`config.mk`:
```
export PLATFORM = sky130hd
export DESIGN_NAME = tmr_bank
export DESIGN_NICKNAME = d
export VERILOG_FILES = /design/src/rtl/tmr_bank.sv
export SDC_FILE = /design/constraint.sdc
export NUM_CORES = 1
export LEC_CHECK = 0
export BUFFER_PORTS_ARGS = -buffer_cell sky130_fd_sc_hd__buf_4
export CORE_ASPECT_RATIO = 1.1
export CORE_MARGIN = 2
export CORE_UTILIZATION = 61
export CTS_CLUSTER_DIAMETER = 40
export DETAILED_ROUTE_END_ITERATION = 10
export PLACE_DENSITY_LB_ADDON = 0.15
export SLEW_MARGIN = 20
export SYNTH_ARGS = -nofsm -noshare
export SYNTH_HDL_FRONTEND = slang
export SYNTH_SLANG_ARGS = --single-unit
```
`constraint.sdc`:
```
create_clock -name clk -period 4.3 [get_ports clk]
set_clock_uncertainty 0.1 [all_clocks]
set_input_delay 0.645 -clock clk [delete_from_list [all_inputs] [get_ports clk]]
set_output_delay 0.645 -clock clk [all_outputs]
set_load 0.02 [all_outputs]
```
`src/rtl/tmr_bank.sv`:
```
module tmr_bank #(
  parameter int NUM_TMR = 4,
  parameter int DATA_W  = 32
) (
  input  logic                             clk,
  input  logic                             rst_n,
  input  logic                             tick,
  input  logic                             wr_en,
  input  logic [$clog2(NUM_TMR)+5:0]       addr,
  input  logic [DATA_W-1:0]                wr_data,
  output logic [DATA_W-1:0]                rd_data,
  output logic [NUM_TMR-1:0]               expire,
  output logic                             cfg_wr,
  output logic [$clog2(NUM_TMR)-1:0]       cfg_idx,
  output logic                             cfg_sel,
  output logic [DATA_W-1:0]                cfg_wdata,
  input  logic [DATA_W-1:0]                cfg_rdata
);
  localparam int IDX_W = $clog2(NUM_TMR);
  localparam int CNT_W = DATA_W - 1;

  logic [NUM_TMR-1:0][DATA_W-1:0] base_q;
  logic [NUM_TMR-1:0][CNT_W-1:0]  cnt_q;
  logic [NUM_TMR-1:0]             tog_q, pend_q, expire_q;

  wire [IDX_W-1:0] sel_idx = addr[6 +: IDX_W];
  wire [1:0]       sel_off = addr[5:4];

  assign cfg_wr    = wr_en && sel_off[1];
  assign cfg_idx   = sel_idx;
  assign cfg_sel   = sel_off[0];
  assign cfg_wdata = wr_data;
  assign expire    = expire_q;

  for (genvar t = 0; t < NUM_TMR; t++) begin : g_tmr
    wire hit   = wr_en && (sel_off == 2'b01) && (sel_idx == IDX_W'(t));
    wire inh   = base_q[t][DATA_W-1];
    wire rel_w = hit && !wr_data[DATA_W-1] && inh;
    wire run   = tick && !inh;
    wire wrap  = run && !pend_q[t] && (cnt_q[t] <= CNT_W'(1));

    always_ff @(posedge clk) begin
      if (!rst_n) begin
        base_q[t]   <= {1'b1, {CNT_W{1'b0}}};
        cnt_q[t]    <= '0;
        tog_q[t]    <= 1'b0;
        pend_q[t]   <= 1'b0;
        expire_q[t] <= 1'b0;
      end else begin
        expire_q[t] <= wrap;
        if (run) begin
          if (pend_q[t] || wrap) cnt_q[t] <= base_q[t][CNT_W-1:0];
          else                   cnt_q[t] <= cnt_q[t] - CNT_W'(1);
        end
        if (rel_w)    pend_q[t] <= 1'b1;
        else if (run) pend_q[t] <= 1'b0;
        if (wrap)       tog_q[t] <= ~tog_q[t];
        else if (rel_w) tog_q[t] <= 1'b0;
        if (hit) base_q[t] <= wr_data;
      end
    end
  end

  always_comb begin
    unique case (sel_off)
      2'b00:   rd_data = {tog_q[sel_idx], cnt_q[sel_idx]};
      2'b01:   rd_data = base_q[sel_idx];
      default: rd_data = cfg_rdata;
    endcase
  end
endmodule


```
==> impl_results.md <==
* DIE WIDTH at 155 um
* Number of global-route vias before repair at 14.3k
* FILL cells at 1947
* Detailed placement HPWL at 40400 um
* PwrDens at 403 mW/mm^2
* Crit end category: output port
* CTS Hold Bufs at 0
* Largest net degree at the start of global routing at 87
* Tmin final at 3.39 ns
* CTS tree: yes
* Crit-path max FO at 33
* Sequential power share at 0.359
* Die area at 0.0263 mm^2
* Synthesis Warnings at 0
* Inserted Clock Buffers at 41
* CTS Root Cell: clkbuf_16
* Count of different cell masters after synthesis at 79
* Final hold violations at 0
* Footprint of the multi-input gates at 0.00896 mm^2
* Internal power at 0.00511 W
* Sequential fraction of the synthesis area at 0.347
* Tcrit/Tclk final at 0.789
* Max Root-Sink Buffers at 3
* Initial core utilization at 0.622
* Relative slew margins at 0.330
* Setup Viol. Count Final at 0
* GP Congestion at 0.981
* Final slew viol count at 0
* Total routed wirelength at 56300 um
* Synth Cell Area at 0.0152 mm^2
* Dpl cell area at 0.0162 mm^2
* Via density per instance at 6.85
* Top_reg_cell synth: dfxtp_1
* Worst hold-check slack at 0.295 ns
* Post-synthesis average cell area at 8.02 um^2
* GRT Overall Usage at 0.423
* Status: complete, no violations
* Net count after synthesis at 1983
* VDD IR max at 0.278 mV
* Core Region at 0.0245 mm^2
* Placement Rows at 60
* Post-synth EDFFs at 0
* DRT Pass-1 Iters at 6
* IO Pins at 148
* Max-cap viol count at 0
* 1st-iter DRT viols at 2443
* Register area at 0.00529 mm^2
* Layout cells sized above 1 at 0.183
* Routed vias at 15.7k
* Critical path class: in2out
* DRC violations left at 0
* Comb power frac at 0.141
* Setup_tns at 0 ns
* Input/output buffers at 143
* Layout net count at 2027
* WL/cell at 24.6 um
* Routed Antenna Nets at 0
* Die H at 170 um
* Fmax at 295 MHz
* Worst-Skew Late Latency at 0.53 ns
* Required @ worst endpoint at 3.56 ns
* Initial antenna violation count at 1
* Worst-margin pin slew at 0.992 ns
* RSZ-0062 raised after global routing: no
* Clk sinks at 264
* Gr ovfl total at 0
* CTS HTree Levels at 2
* CP startpoint kind: input port
* Asr flop ratio synth at 0
* Clk slew on worst S/H paths at 0.06 ns
* Setup bufs post-CTS at 0
* Antenna cells at 0
* WP data arrival at 2.65 ns
* Switching portion of total power at 0.281
* Area growth syn-to-layout at 15.7%
* Pleak at 6.76 nW
* Hold Path Class: in2reg
* First-pass GRT wire length at 85000 um
* Synth Register Bits at 264
* P_sw at 0.00199 W
* Post-Syn Instances at 1899
* Post_cts resized at 0
* Clock Power Share at 0.500
* Fin area at 0.0176 mm^2
==> final timing paths <==
check	from	endpoint	slack (ns)	cells past startpoint
max	addr[6]	rd_data[13]	0.91	6
min	wr_data[21]	base_q[117]	0.30	3
max reg2reg	cnt_q[93]	cnt_q[98]	1.03	8
min reg2reg	base_q[14]	base_q[14]	0.37	2
==> state kept, by name, indices dropped and copies added, names as in the netlist <==
register	count
tog_q	4
pend_q	4
base_q	128
cnt_q	124
expire	4
==> per-stage QoR <==
| step | setup slack (ns) | util | power, W | instances |
|---|---|---|---|---|
| floorplan | 1.23 | - | 0.00327 | 1899 |
| global placement | 0.969 | 0.660 | 0.00354 | 2210 |
| detailed placement | 0.942 | 0.660 | 0.00356 | 2210 |
| CTS | 0.941 | 0.720 | 0.00707 | 2284 |
| global route | 0.834 | 0.720 | 0.00730 | 2284 |
| finish | 0.909 | 0.720 | 0.00710 | 2284 |
==> cell type report <==
cell class,count,area share
Multi-Input combinational cell,1425,0.509
Sequential cell,264,0.300
Timing Repair Buffer,187,0.0811
Clock buffer,43,0.0598
Clock inverter,31,0.0230
Tap cell,310,0.0220
Inverter,24,0.00526
==> cells in the mapped netlist, types with 5 or more instances <==
master / count / area (um^2)
nand2_1: 380 / 1430
o21a_1: 5 / 37.5
nor4_1: 40 / 250
or3_1: 16 / 100
o211ai_1: 15 / 113
o21ai_0: 131 / 656
dfxtp_1: 264 / 5290
o22ai_1: 21 / 131
a31oi_1: 10 / 62.6
mux2_2: 5 / 56.3
and4_1: 8 / 70.1
a21oi_1: 218 / 1090
and2_1: 10 / 62.6
inv_1: 23 / 86.3
mux4_2: 64 / 1440
a211oi_1: 14 / 105
nor2_1: 90 / 338
o311ai_0: 5 / 43.8
clkbuf_1: 103 / 387
nand3_1: 65 / 325
o41ai_1: 8 / 70.1
nor3b_1: 10 / 75.1
o31ai_1: 7 / 52.6
nand4_1: 15 / 93.8
mux2i_1: 54 / 541
nor3_1: 69 / 345
ha_1: 8 / 100
o2bb2ai_1: 14 / 123
a22o_1: 7 / 61.3
or4_1: 8 / 60.1
buf_1: 14 / 52.6
buf_2: 21 / 105
buf_4: 44 / 330
nor2b_1: 9 / 56.3
a41oi_1: 7 / 61.3
and3_1: 15 / 93.8
o21ai_1: 18 / 90.1
==> critical path, cell delays in order <==
cell and delay (ns):
buf_4 0.48, buf_4 0.31, mux4_2 0.54, mux2i_1 0.33, o21ai_0 0.12, buf_4 0.19
==> per-layer routing <==
| layer | wire length [um] | track usage | vias to the layer above |
|---|---|---|---|
| li1 | - | - | 6995 |
| met1 | 21200 | 0.584 | 7430 |
| met5 | 0 | 0.00952 | - |
| met2 | 24700 | 0.639 | 1090 |
| met4 | 1890 | 0.137 | 0 |
| met3 | 8480 | 0.123 | 140 |
==> power groups by stage <==
| stage | clock, W | combinational, W | sequential [W] |
|---|---|---|---|
| final | 0.00355 | 0.00100 | 0.00255 |
| after global routing | 0.00367 | 0.00108 | 0.00255 |
| after CTS | 0.00355 | 0.000978 | 0.00254 |
| after detailed placement | 0 | 0.000967 | 0.00260 |
| after global placement | 0 | 0.000949 | 0.00259 |
| after floorplan | 0 | 0.000702 | 0.00256 |
==> kinds of logic (layout without fill, tap and decap cells) <==
family / Yosys count / in the layout / synth area share
DFF: 264 / 264 / 0.347
AOI/OAI and AO/OA: 517 / 517 / 0.201
adders and majority gates: 8 / 8 / 0.00657
buffers and inverters: 210 / 285 / 0.0659
and+or+nand+nor: 771 / 771 / 0.242
xor gates and xnor gates: 4 / 4 / 0.00230
muxes: 125 / 125 / 0.135
==> layout by cell type, fill, tap and decap left out, drive strengths merged, types with 5 or more instances in the layout <==
master,count
nand2,381
a22o,7
or3,18
a41oi,7
o211ai,15
o41ai,10
o21ai,149
bufinv,7
a31oi,10
nor3b,10
and3,15
nor2b,9
nor2,91
nand3,65
inv,35
a211oi,14
nor4,47
o31ai,7
dfxtp,264
or4,11
o21a,5
ha,8
buf,187
nand4,16
o311ai,5
and2,12
clkbuf,43
mux4,64
nor3,71
o22ai,21
a21oi,218
and4,8
mux2,7
mux2i,54
o2bb2ai,14
clkinv,10
(Power assumes the default switching activity.)
